File: config.mk
export PLATFORM = sky130hd
export DESIGN_NAME = decade_divider_select
export DESIGN_NICKNAME = d
export VERILOG_FILES = /design/src/rtl/decdiv_pkg.sv /design/src/rtl/decdiv_stage.sv /design/src/rtl/decdiv_tap_mux.sv /design/src/rtl/decade_divider_select.sv
export SDC_FILE = /design/constraint.sdc
export NUM_CORES = 1
export LEC_CHECK = 0
export BUFFER_PORTS_ARGS = -buffer_cell sky130_fd_sc_hd__buf_2
export CORE_ASPECT_RATIO = 1.4
export CORE_UTILIZATION = 60
export CTS_CLUSTER_DIAMETER = 30
export DETAILED_ROUTE_END_ITERATION = 12
export PLACE_DENSITY = 0.77
export SETUP_SLACK_MARGIN = 0.2
export SLEW_MARGIN = 20
export SYNTH_ARGS = -nofsm -noshare
export SYNTH_HDL_FRONTEND = slang
export SYNTH_SLANG_ARGS = --single-unit
File: constraint.sdc
create_clock -name clk -period 2.43 [get_ports clk]
set_clock_uncertainty 0.1 [all_clocks]
set_input_delay 0.486 -clock clk [delete_from_list [all_inputs] [get_ports clk]]
set_output_delay 0.486 -clock clk [all_outputs]
set_load 0.03 [all_outputs]
File: src/rtl/decdiv_pkg.sv
// Package decdiv_pkg
// Shared constants for the decade divider. Assumes an even radix so that
// the tap duty cycle is exactly one half.
package decdiv_pkg;
    localparam int unsigned DEF_RADIX  = 10;
    localparam int unsigned DEF_STAGES = 7;

    // Width of a select code able to name every stage plus one "off" code.
    function automatic int unsigned sel_width(input int unsigned stages);
        return $clog2(stages + 1);
    endfunction
endpackage

File: src/rtl/decdiv_stage.sv
// Module decdiv_stage
// One modulo-RADIX counter with a registered half-period tap. It advances
// only when adv_i is high, and it raises carry_o combinationally in the
// advancing cycle in which it sits at its last count. Assumes RADIX is even
// and at least 2.
module decdiv_stage #(
    parameter int unsigned RADIX = decdiv_pkg::DEF_RADIX,
    localparam int unsigned CNT_W = $clog2(RADIX)
) (
    input  logic clk,
    input  logic rst_n,
    input  logic adv_i,
    output logic carry_o,
    output logic tap_o
);
    localparam logic [CNT_W-1:0] LAST = CNT_W'(RADIX - 1);
    localparam logic [CNT_W-1:0] HALF = CNT_W'(RADIX / 2);

    logic [CNT_W-1:0] cnt_q;
    logic [CNT_W-1:0] cnt_d;
    logic             tap_q;

    // Next count: hold, step, or wrap at the last count.
    always_comb begin
        cnt_d = cnt_q;
        if (adv_i) begin
            cnt_d = (cnt_q == LAST) ? '0 : cnt_q + 1'b1;
        end
    end

    // Count and tap registers, both cleared by the synchronous reset.
    always_ff @(posedge clk) begin
        if (!rst_n) begin
            cnt_q <= '0;
            tap_q <= 1'b0;
        end else begin
            cnt_q <= cnt_d;
            tap_q <= (cnt_d >= HALF);
        end
    end

    // Enable for the next slower stage.
    assign carry_o = adv_i && (cnt_q == LAST);
    assign tap_o   = tap_q;

    p_count_range_r1: assert property (@(posedge clk) disable iff (!rst_n)
        cnt_q <= LAST);
    p_wrap_r2: assert property (@(posedge clk) disable iff (!rst_n)
        (adv_i && cnt_q == LAST) |=> (cnt_q == '0));
    p_step_r2: assert property (@(posedge clk) disable iff (!rst_n)
        (adv_i && cnt_q != LAST) |=> (cnt_q == $past(cnt_q) + 1'b1));
    p_hold_r2: assert property (@(posedge clk) disable iff (!rst_n)
        !adv_i |=> $stable(cnt_q));
    p_tap_half_r4: assert property (@(posedge clk) disable iff (!rst_n)
        tap_q == (cnt_q >= HALF));
    p_tap_still_r4: assert property (@(posedge clk) disable iff (!rst_n)
        !adv_i |=> $stable(tap_q));
endmodule

File: src/rtl/decdiv_tap_mux.sv
// Module decdiv_tap_mux
// Captures the select code in a register, then picks one tap into a
// registered output. Any code of NUM or more gives a low output. Assumes
// the taps are register outputs from the same clock.
module decdiv_tap_mux #(
    parameter int unsigned NUM   = decdiv_pkg::DEF_STAGES,
    parameter int unsigned SEL_W = decdiv_pkg::sel_width(NUM)
) (
    input  logic             clk,
    input  logic             rst_n,
    input  logic [SEL_W-1:0] sel_i,
    input  logic [NUM-1:0]   taps_i,
    output logic             out_o
);
    logic [SEL_W-1:0] sel_q;
    logic             pick;
    logic             out_q;

    // Select register, so that code changes enter on a clock edge.
    always_ff @(posedge clk) begin
        if (!rst_n) sel_q <= '0;
        else        sel_q <= sel_i;
    end

    // Tap choice by code; codes beyond the last tap give zero.
    always_comb begin
        pick = 1'b0;
        for (int unsigned i = 0; i < NUM; i++) begin
            if (sel_q == SEL_W'(i)) pick = taps_i[i];
        end
    end

    // Output register, so that only registered state reaches the pin.
    always_ff @(posedge clk) begin
        if (!rst_n) out_q <= 1'b0;
        else        out_q <= pick;
    end

    assign out_o = out_q;

    p_sel_capture_r7: assert property (@(posedge clk) disable iff (!rst_n)
        1'b1 |=> (sel_q == $past(sel_i)));
    p_off_code_r6: assert property (@(posedge clk) disable iff (!rst_n)
        (sel_q >= SEL_W'(NUM)) |=> !out_q);
    p_fast_tap_r5: assert property (@(posedge clk) disable iff (!rst_n)
        (sel_q == '0) |=> (out_q == $past(taps_i[0])));
    p_reset_low_r8: assert property (@(posedge clk)
        !rst_n |=> !out_q);
endmodule

File: src/rtl/decade_divider_select.sv
// Module decade_divider_select
// A chain of NUM_STAGES decade stages on a single clock, with one selectable
// registered output. Stage 0 advances every cycle. Stage k+1 advances when
// stage k raises its carry. Assumes one free-running reference clock.
module decade_divider_select #(
    parameter int unsigned NUM_STAGES = decdiv_pkg::DEF_STAGES,
    parameter int unsigned RADIX      = decdiv_pkg::DEF_RADIX,
    parameter int unsigned SEL_W      = decdiv_pkg::sel_width(NUM_STAGES)
) (
    input  logic             clk,
    input  logic             rst_n,
    input  logic [SEL_W-1:0] sel_i,
    output logic             div_o
);
    logic [NUM_STAGES:0]   adv;
    logic [NUM_STAGES-1:0] taps;

    assign adv[0] = 1'b1;

    // One stage per decade, chained by carry enables.
    for (genvar g = 0; g < NUM_STAGES; g++) begin : g_stage
        decdiv_stage #(.RADIX(RADIX)) u_stage (
            .clk     (clk),
            .rst_n   (rst_n),
            .adv_i   (adv[g]),
            .carry_o (adv[g+1]),
            .tap_o   (taps[g])
        );
    end

    decdiv_tap_mux #(.NUM(NUM_STAGES), .SEL_W(SEL_W)) u_mux (
        .clk    (clk),
        .rst_n  (rst_n),
        .sel_i  (sel_i),
        .taps_i (taps),
        .out_o  (div_o)
    );

    p_first_stage_r1: assert property (@(posedge clk) disable iff (!rst_n)
        adv[0]);
    p_carry_order_r2: assert property (@(posedge clk) disable iff (!rst_n)
        adv[NUM_STAGES] |-> adv[1]);
endmodule

# Word level (Yosys, flattened, before mapping)
# Index checks and enable logic that the tools add are counted.
# W data, S select, Z words.
totals:
  ff_bits: 39
  inputBits: 5
classes:
  n_mux: 20
  eq_ne: 13
  n_lt_le_gt_ge: 7
  n_reduce_logical: 6
  addsub: 7
ops:
  columns: ["operator", "count"]
  rows:
  - ["$mux W4", 13]
  - ["$add A4 B1 Y4 const B", 7]
  - ["$eq A4 B4 Y1 const B", 7]
  - ["$ge A4 B3 Y1 const B", 7]
  - ["$eq A3 B3 Y1 const B", 3]
  - ["$mux W1", 7]
  - ["$eq A3 B2 Y1 const B", 2]
  - ["$logic_and A1 B1 Y1", 5]
  - ["$eq A3 B1 Y1 const B", 1]
  - ["$logic_not A3 Y1", 1]

# Logic depth before layout (Yosys ltp)
# Gate-level depths: netlist of the first run.
depth:
  depth_word: 8
  ltp_mapped: 8
  depth_no_buf: 7

# Hierarchy
# From an unflattened synthesis of the first run, not the netlist that was laid out.
unflattened:
  cells_unflattened: 208
  hier_area_um2: 1871.8
by_module_without_submodules:
  columns: ["module", "instances", "area_per_inst_um2", "cells_per_inst", "seq_area_each_um2"]
  rows:
  - ["decdiv_stage at g_stage[1].u_stage ...", 6, 245.2, 28, 100.1]
  - ["decdiv_stage at g_stage[0].u_stage", 1, 240.2, 26, 100.1]
  - ["decdiv_tap_mux", 1, 156.4, 13, 80.1]
  - ["decade_divider_select", 1, 3.8, 1, 0.0]

# Least setup slack after synthesis of the first run
# No wires, ideal clock.
synth_timing:
  path_type: "register -> register"
  start: "register g_stage[0].u_stage.cnt_q[1]"
  end: "register g_stage[5].u_stage.tap_q"
  setup_slack_ns: 0.458
  period_less_slack_ns: 1.972
  path_buffers: 1
  path_stages_with_launch: 9
  arrival_time_ns: 1.753
  required_ns: 2.211
  setup_ns: 0.119
  path_cell_list: "dfxtp_1 > inv_1 > ha_1 > and4b_1 > and4_1 > buf_6 > and2_1 > o31a_1 > o221a_2"
synth_between:
  elab_chain_len: 7
synth_rtl:
  columns: ["item", "line_no", "rtl"]
  rows:
  - ["from (decl)", "decdiv_stage.sv:19", "logic [CNT_W-1:0] cnt_q;"]
  - ["from (signal assigned)", "decdiv_stage.sv:37", "cnt_q <= cnt_d;"]
  - ["$eq A4 B4 Y1", "decdiv_stage.sv:43", "assign carry_o = adv_i && (cnt_q == LAST);"]
  - ["$logic_and A1 B1 Y1 (4 in series)", "decdiv_stage.sv:43", null]
  - ["$mux W4", "decdiv_stage.sv:26", "if (adv_i) begin"]
  - ["$ge A4 B3 Y1", "decdiv_stage.sv:38", "tap_q <= (cnt_d >= HALF);"]
  - ["to (signal assigned)", "decdiv_stage.sv:38", null]
  - ["to (decl)", "decdiv_stage.sv:21", "logic tap_q;"]
# No other way between the ends.
# A chain may end at the register's enable or synchronous reset.

# Worst setup path in the final report of the first run
layout_timing:
  start: "register g_stage[0].u_stage.cnt_q[1]"
  end: "register g_stage[5].u_stage.cnt_q[1]"
layout_between:
  elab_chain_len: 6
layout_rtl:
  columns: ["item", "line_no"]
  rows:
  - ["$eq A4 B4 Y1", "decdiv_stage.sv:43"]
  - ["$logic_and A1 B1 Y1 (4 in series)", "decdiv_stage.sv:43"]
  - ["$mux W4", "decdiv_stage.sv:26"]
  - ["to (signal assigned)", "decdiv_stage.sv:37"]
  - ["to (decl)", "decdiv_stage.sv:19"]
# No other way between the ends.

==> results_dict.tcl, run 1 <==
set metrics [dict create \
    status "complete, no violations" \
    hpwl_um 2530 \
    routedWlPerCell_um 14.5 \
    hold_viol_final 0 \
    cts_root_buf "clkbuf_8" \
    cp-end-kind "flip-flop" \
    grt_pass1_wl_um 6640 \
    io_buffers 5 \
    pin_count 6 \
    crit_family "simple AND/OR/NAND/NOR gates" \
    place_inst 252 \
    p_total_uw 1330 \
    coreArea_um2 3090 \
    drt_wl_total_um 3790 \
    syn_inst 219 \
    fin_util_pct 67.6 \
    cp_num_buf_inv 1 \
    routabilityCongestion 0.704 \
    vias_per_cell 6.00 \
    synth_edf_count 0 \
    die_h_um 69.1 \
    p_leak_uw 0.000754 \
    grt.overflow.total 0 \
    worstPathRequired_ns 2.55 \
    ctsHoldBuffers 0 \
    synth_ff_type "dfxtp_1" \
    cp_slowest_cell "or3_1" \
    first_pass_iters 4 \
    synth-async-reset-ratio_pct 0 \
    yosys.area.top_type "dfxtp_1" \
    setup_slack_ns 0.348 \
    cts-htree-levels 2 \
    powerDensity_nw_per_um2 637 \
    path_cells "inv_1, ha_1, and4b_2, and4_4, nand3_2, or3_1, a21oi_1" \
    syn_to_final_growth_pct 8.30 \
    mostFrequentLayoutCells "dfxtp_1, nor2_1, a21oi_1, o21ai_0" \
    synth_area_leaders "dfxtp_1, nor2_1, a21oi_1, o21ai_0, xor2_1" \
    antenna_found_initial 0 \
    synth.avg_cell_area_um2 8.81 \
    tightest_slew_ns 0.483 \
    synth.distinct_cells 51 \
    cts_inserted_buffers 5 \
    worstSetupStartpointType "flip-flop" \
    clk_latency_ns 0.29 \
    worstPathMaxFanout 9 \
    die_x_um 49.9 \
    start_util_pct 62.4 \
    nNetsFinal 229 \
    finalCritPeriodShare_pct 85.7 \
    drc 0 \
    slew_viol_final 0 \
    ant_nets 0 \
    syn-num-nets 227 \
    die_area_um2 3450 \
    ir_drop_mv 0.464 \
    drv_cap 0 \
    finalSetupViolCount 0 \
    netlist_area_um2 1930 \
    fmax_mhz 480 \
    synth_top_area_share_pct 40.5 \
    cts_buffer_depth 2 \
    hp-class "input port to flip-flop" \
    synth_seq_area_share_pct 40.5 \
    numClockSinks 39 \
    fillers 255 \
    path_class "flip-flop to flip-flop" \
    drive_gt1_share_pct 11.3 \
    dpl_worst_slack_ns 0.171 \
    clkTransAtPathRegs_ns 0.08 \
    grt_pass1_vias 1526 \
    mostFrequentLayoutCell "dfxtp_1" \
    rows 24 \
    drtIter0Drc 39 \
    final_cells 261 \
    finalCriticalPeriod_ns 2.08 \
    cts_tree "done" \
    grt_usage_pct 24.5 \
    synth_seq_cells 39 \
    grt_max_degree 29 \
    rsz0062_at_grt "false" \
    diodes 0 \
    via_count 1567 \
    yosys_warnings 0 \
    worstPathArrival_ns 2.20 \
    tns_ns 0 \
    max_stage_delay_ns 0.36 \
    max_slew_margin_pct 67.7 \
]
## path summary, 6_finish.rpt
kind	from	endpoint	slack, ns	cells past startpoint
worst max-delay path	g_stage[0].u_stage.cnt_q[1]$_SDFF_PN0_	g_stage[5].u_stage.cnt_q[1]$_SDFF_PN0_	0.35	7
worst min register to register	g_stage[0].u_stage.cnt_q[0]$_SDFF_PN0_	g_stage[0].u_stage.cnt_q[0]$_SDFF_PN0_	0.41	1
worst min-delay path	sel_i[2]	u_mux.sel_q[2]$_SDFF_PN0_	0.31	2
worst max register to register	g_stage[0].u_stage.cnt_q[1]$_SDFF_PN0_	g_stage[5].u_stage.cnt_q[1]$_SDFF_PN0_	0.35	7
## stage by stage
stage               cell area, um2  hold slack [ns]
finish                        2090            0.312
detailed placement            1950            0.392
CTS                           2080            0.307
floorplan                     1930            0.344
global placement              1950            0.358
global route                  2090            0.303
## worst reg2reg max path, delay by kind of cell, from the launching register on
| kind | cells | cell delay, ns |
|---|---|---|
| and+or+nand+nor | 4 | 1.10 |
| AOI/OAI and AO/OA | 1 | 0.15 |
| adders and majority gates | 1 | 0.21 |
| DFF | 1 | 0.34 |
| buffers and inverters | 1 | 0.11 |
## state kept, by name (all words and copies together) (netlist names)
signal	flops
g_stage.u_stage.tap_o	7
g_stage.u_stage.cnt_q	28
u_mux.out_o	1
u_mux.sel_q	3
## Yosys cell counts, types with 5 or more instances
cell type / number
xnor2_1: 5
nor3_1: 6
a21oi_1: 16
nand2_1: 11
dfxtp_1: 39
xor2_1: 8
nor2_1: 24
inv_1: 6
nor2b_1: 11
o21ai_0: 15
and2_1: 5
nand3_1: 8
## where the power goes
group	total [uW]	internal (uW)	leakage, uW	switching (uW)
logic	41.9	16.3	0.000373	25.5
registers	656	647	0.000316	8.15
clock network	633	410	0.0000654	222
total	1330	1070	0.000754	256
## area by class of cell
| class | count | area [um2] | share of cell area, % |
|---|---|---|---|
| inverters | 7 | 26.3 | 1.26 |
| clock buffers | 6 | 72.6 | 3.47 |
| multi-input cells | 162 | 1070 | 51.1 |
| repair buffers | 6 | 32.5 | 1.56 |
| well taps | 39 | 48.8 | 2.34 |
| clock inverters | 2 | 60.1 | 2.87 |
| flip-flops and latches | 39 | 781 | 37.4 |
## timing repair
item / 4_1_cts / 5_1_grt
pin swaps: 0 / 1
resized for setup: 1 / 2
setup endpoints to repair: 3 / 5
buffers inserted: 0 / 1
## cells by family (layout without fill, tap and decap cells)
logic type	Yosys count	after routing	synth area share, %
AND/OR/NAND/NOR	95	95	29.5
flip-flops	39	39	40.5
AO/OA/AOI/OAI	47	47	15.0
buffers and inverters	18	21	4.34
adder cells (fa/ha/maj)	3	3	1.95
multiplexers	4	4	2.79
XOR/XNOR	13	13	5.90
## layer usage
metal	vias to the layer above	wire length [um]	track usage, %
met3	8	139	6.18
met5	-	0	0
li1	776	-	-
met1	748	1610	28.1
met4	0	70	10.2
met2	35	1970	42.2
Note: power is estimated with default switching activity, not from simulation.
==> run 2: changes to the inputs <==
--- a/config.mk
+++ b/config.mk
@@ -8,6 +8,7 @@
 export BUFFER_PORTS_ARGS = -buffer_cell sky130_fd_sc_hd__buf_2
 export CORE_ASPECT_RATIO = 1.4
 export CORE_UTILIZATION = 60
+export CTS_BUF_LIST = sky130_fd_sc_hd__clkbuf_2 sky130_fd_sc_hd__clkbuf_4 sky130_fd_sc_hd__clkbuf_8
 export CTS_CLUSTER_DIAMETER = 30
 export DETAILED_ROUTE_END_ITERATION = 12
 export PLACE_DENSITY = 0.77
==> results_dict.tcl, run 2 (synthesized netlist as in run 1, its figures left out) <==
set metrics [dict create \
    rsz0062_at_grt "false" \
    clk_latency_ns 0.29 \
    finalSetupViolCount 0 \
    path_class "flip-flop to flip-flop" \
    cts_buffer_depth 2 \
    finalCritPeriodShare_pct 85.8 \
    p_total_uw 1340 \
    routabilityCongestion 0.704 \
    die_area_um2 3450 \
    worstPathMaxFanout 9 \
    finalCriticalPeriod_ns 2.08 \
    grt_pass1_wl_um 6640 \
    largest_reg_flops 28 \
    die_h_um 69.1 \
    worstSetupStartpointType "flip-flop" \
    cts_inserted_buffers 5 \
    die_x_um 49.9 \
    hp-class "input port to flip-flop" \
    via_count 1574 \
    worstHoldPathCells 2 \
    cts-htree-levels 2 \
    largest_register "g_stage.u_stage.cnt_q" \
    rr_worst_depth 7 \
    fmax_mhz 480 \
    start_util_pct 62.4 \
    drtIter0Drc 39 \
    drc 0 \
    worstPathRequired_ns 2.55 \
    grt.overflow.total 0 \
    hpwl_um 2530 \
    max_slew_margin_pct 67.6 \
    seqCellArea_um2 781 \
    drv_cap 0 \
    tns_ns 0 \
    cts_root_buf "clkbuf_8" \
    syn_to_final_growth_pct 8.50 \
    grt_max_degree 29 \
    slew_viol_final 0 \
    fillers 255 \
    grt_usage_pct 24.5 \
    mostFrequentLayoutCells "dfxtp_1, nor2_1, a21oi_1, o21ai_0" \
    hold_viol_final 0 \
    cp-end-kind "flip-flop" \
    ant_nets 0 \
    powerDensity_nw_per_um2 641 \
    ir_drop_mv 0.464 \
    nNetsFinal 229 \
    first_pass_iters 4 \
    antenna_found_initial 0 \
    routedWlPerCell_um 14.6 \
    tightest_slew_ns 0.485 \
    vias_per_cell 6.03 \
    cts_tree "done" \
    clkTransAtPathRegs_ns 0.08 \
    grt_pass1_vias 1526 \
    p_leak_uw 0.000758 \
    numClockSinks 39 \
    drive_gt1_share_pct 11.7 \
    worstPathArrival_ns 2.21 \
    status "complete, no violations" \
    coreArea_um2 3090 \
    diodes 0 \
    pin_count 6 \
    drt_wl_total_um 3810 \
    mostFrequentLayoutCell "dfxtp_1" \
    rows 24 \
    multiInputGateArea_um2 1070 \
    io_buffers 5 \
]
==> run 2: worst max-delay path, cell delays in order (launching register included) <==
cell and delay, ns:
dfxtp_1 0.34, inv_1 0.11, ha_1 0.21, and4b_2 0.30
and4_4 0.32, nand3_2 0.12, or3_1 0.36, a21oi_1 0.15
==> run 2: what timing repair did <==
item	CTS	global route
pin swaps	0	1
setup buffers	0	1
gates resized for setup	1	2
hold buffers	0	0
endpoints found under the setup margin	3	5
==> run 2: metal layers <==
layer	vias to the layer above	GRT usage, %	part of all wire, %
met5	-	0	0
met4	0	10.2	1.8
met2	39	42.2	52
met1	751	28.1	42
met3	8	6.18	3.8
li1	776	-	-
==> run 2: final timing paths <==
path / end / start / slack, ns
worst max-delay path: g_stage[5].u_stage.cnt_q[1]$_SDFF_PN0_ / g_stage[0].u_stage.cnt_q[1]$_SDFF_PN0_ / 0.35
worst min-delay path: u_mux.sel_q[2]$_SDFF_PN0_ / sel_i[2] / 0.31
worst max register to register: g_stage[5].u_stage.cnt_q[1]$_SDFF_PN0_ / g_stage[0].u_stage.cnt_q[1]$_SDFF_PN0_ / 0.35
worst min register to register: g_stage[0].u_stage.cnt_q[0]$_SDFF_PN0_ / g_stage[0].u_stage.cnt_q[0]$_SDFF_PN0_ / 0.41
==> run 2: cell type report <==
cell class	instances	area share [%]
well taps	39	2.33
flip-flops and latches	39	37.3
inverters	7	1.26
clock inverters	2	2.87
clock buffers	6	3.65
repair buffers	6	1.55
multi-input cells	162	51.0
==> run 2: where the power goes <==
| part | total [uW] | internal (uW) | switching, uW |
|---|---|---|---|
| clock | 644 | 422 | 222 |
| sequential | 656 | 647 | 8.20 |
| combinational | 41.9 | 16.3 | 25.6 |
| total | 1340 | 1090 | 256 |
==> run 2: stage by stage <==
stage                     utilization, %  instances  worst slack [ns]  hold WS [ns]  instance area (um2)
after detailed placement            62.9        252             0.171         0.392                 1950
after floorplan                        -        219             0.458         0.344                 1930
after CTS                           67.4        260             0.225         0.307                 2080
after global placement              62.9        252             0.317         0.358                 1950
final                               67.7        261             0.346         0.313                 2090
after global routing                67.7        261             0.230         0.303                 2090
==> run 3: changes to the inputs <==
--- a/config.mk
+++ b/config.mk
@@ -6,7 +6,7 @@
 export NUM_CORES = 1
 export LEC_CHECK = 0
 export BUFFER_PORTS_ARGS = -buffer_cell sky130_fd_sc_hd__buf_2
-export CORE_ASPECT_RATIO = 1.4
+export CAP_MARGIN = 20
 export CORE_UTILIZATION = 60
 export CTS_BUF_LIST = sky130_fd_sc_hd__clkbuf_2 sky130_fd_sc_hd__clkbuf_4 sky130_fd_sc_hd__clkbuf_8
 export CTS_CLUSTER_DIAMETER = 30
==> constraint.sdc (replaced) <==
create_clock -name clk -period 2.5 [get_ports clk]
set_clock_uncertainty 0.1 [all_clocks]
set_input_delay 0.5 -clock clk [delete_from_list [all_inputs] [get_ports clk]]
set_output_delay 0.5 -clock clk [all_outputs]
set_load 0.03 [all_outputs]
==> results_dict.tcl, run 3 (synthesized netlist as in run 1, its figures left out) <==
set metrics [dict create \
    hpwl_um 2550 \
    r2r-end "g_stage[5].u_stage.cnt_q[1]$_SDFF_PN0_" \
    placed_area_um2 1950 \
    cp-end-kind "flip-flop" \
    path_class "flip-flop to flip-flop" \
    fillers 267 \
    nNetsFinal 231 \
    io_buffers 5 \
    crit_family "simple AND/OR/NAND/NOR gates" \
    drc 0 \
    min_from "sel_i[1]" \
    mostFrequentLayoutCells "dfxtp_1, nor2_1, a21oi_1, o21ai_0" \
    drtIter0Drc 99 \
    slew_viol_final 0 \
    grt_usage_pct 23.9 \
    cts-htree-levels 2 \
    cts_root_buf "clkbuf_4" \
    worstPathMaxFanout 9 \
    drv_cap 0 \
    grt_pass1_wl_um 6130 \
    mostFrequentLayoutCell "dfxtp_1" \
    start_util_pct 63.2 \
    largest_reg_flops 28 \
    p_leak_uw 0.000745 \
    cts_buffer_depth 2 \
    grt.overflow.total 0 \
    coreArea_um2 3050 \
    hold_viol_final 0 \
    tightest_slew_ns 0.495 \
    syn_to_final_growth_pct 7.00 \
    rsz0062_at_grt "false" \
    first_pass_iters 4 \
    worstSetupStartpointType "flip-flop" \
    routabilityCongestion 0.777 \
    cp_num_buf_inv 0 \
    ir_drop_mv 0.310 \
    numClockSinks 39 \
    r2r_slack_ns 0.34 \
    p_total_uw 1120 \
    die_h_um 58.7 \
    max_stage_delay_ns 0.43 \
    fin_util_pct 67.6 \
    finalCritPeriodShare_pct 86.5 \
    cp_slowest_cell "dfxtp_1" \
    die_x_um 58.7 \
    worstPathArrival_ns 2.33 \
    status "complete, no violations" \
    drive_gt1_share_pct 12.5 \
    whs_endpoint "u_mux.sel_q[1]$_SDFF_PN0_" \
    path_cells "ha_1, and4b_2, and4_4, nand3_2, or3_1, a21oi_1" \
    rr_startpoint "g_stage[0].u_stage.cnt_q[0]$_SDFF_PN0_" \
    hp-class "input port to flip-flop" \
    design_area_um2 2060 \
    clk_latency_ns 0.35 \
    fmax_mhz 462 \
    grt_pass1_vias 1454 \
    cts_inserted_buffers 5 \
    diodes 0 \
    finalCriticalPeriod_ns 2.16 \
    cts_tree "done" \
    routedWlPerCell_um 13.6 \
    worstPathRequired_ns 2.66 \
    antenna_found_initial 0 \
    drt_wl_total_um 3650 \
    max_slew_margin_pct 67.0 \
    grt_max_degree 29 \
    via_count 1548 \
    die_area_um2 3450 \
    rr_worst_depth 6 \
    tns_ns 0 \
    finalSetupViolCount 0 \
    whs_ns 0.260 \
    largest_register "g_stage.u_stage.cnt_q" \
    vias_per_cell 5.78 \
    clkTransAtPathRegs_ns 0.12 \
    ant_nets 0 \
    worstHoldPathCells 2 \
    pin_count 6 \
    powerDensity_nw_per_um2 541 \
    rows 20 \
]
## run 3: cell count changes in the layout (fill, tap and decap cells not counted)
cell and change:
buf_4 +2, bufinv_16 -1, clkbuf_4 +4, clkbuf_8 -4, clkinv_2 +1
## run 3: per-stage QoR
stage,cells,worst slack [ns]
detailed placement,257,0.185
finish,268,0.337
CTS,265,0.221
floorplan,219,0.528
global placement,257,0.356
global route,268,0.213
## run 3: worst reg2reg max path, stage by stage, from the launching register on
cell and delay (ns):
dfxtp_1 0.43, ha_1 0.25, and4b_2 0.32, and4_4 0.32
nand3_2 0.12, or3_1 0.38, a21oi_1 0.17
## run 3: report_power, final
group | internal [uW] | switching [uW]
Sequential | 630 | 7.58
Combinational | 15.7 | 24.6
Clock | 236 | 204
## run 3: final cells by class
type                            count  area (um2)  area share, %
Tap cell                           44        55.1           2.67
Timing Repair Buffer                8        47.5           2.30
Sequential cell                    39         781           37.8
Clock buffer                        6        51.3           2.48
Clock inverter                      2        35.0           1.70
Inverter                            7        26.3           1.27
Multi-Input combinational cell    162        1070           51.8
## run 3: what timing repair did
item,CTS,global route
pin swaps,0,1
resized for setup,1,2
endpoints found under the hold margin,0,0
endpoints found under the setup margin,1,5
setup buffers,0,3
hold buffers,0,0
## run 3: layer usage
layer	wire length, um	vias up	track usage, %
met2	1750	31	39.4
met4	72	0	13.6
met5	0	-	0
met3	114	7	5.93
li1	-	785	-
met1	1720	725	28.6
## run 3: how the worst max path moves through the flow
stage / startpoint / endpoint / slack (ns) / cells after the start
after CTS: g_stage[0].u_stage.cnt_q[0]$_SDFF_PN0_ / g_stage[4].u_stage.cnt_q[2]$_SDFF_PN0_ / 0.22 / 6
final: g_stage[0].u_stage.cnt_q[0]$_SDFF_PN0_ / g_stage[5].u_stage.cnt_q[1]$_SDFF_PN0_ / 0.34 / 6
after detailed placement: g_stage[0].u_stage.cnt_q[0]$_SDFF_PN0_ / g_stage[5].u_stage.cnt_q[1]$_SDFF_PN0_ / 0.18 / 6
after global routing: g_stage[0].u_stage.cnt_q[0]$_SDFF_PN0_ / g_stage[5].u_stage.cnt_q[1]$_SDFF_PN0_ / 0.21 / 6
after global placement: g_stage[0].u_stage.cnt_q[0]$_SDFF_PN0_ / g_stage[5].u_stage.cnt_q[1]$_SDFF_PN0_ / 0.36 / 6
after floorplan: g_stage[0].u_stage.cnt_q[1]$_SDFF_PN0_ / g_stage[5].u_stage.tap_o$_SDFF_PN0_ / 0.53 / 8
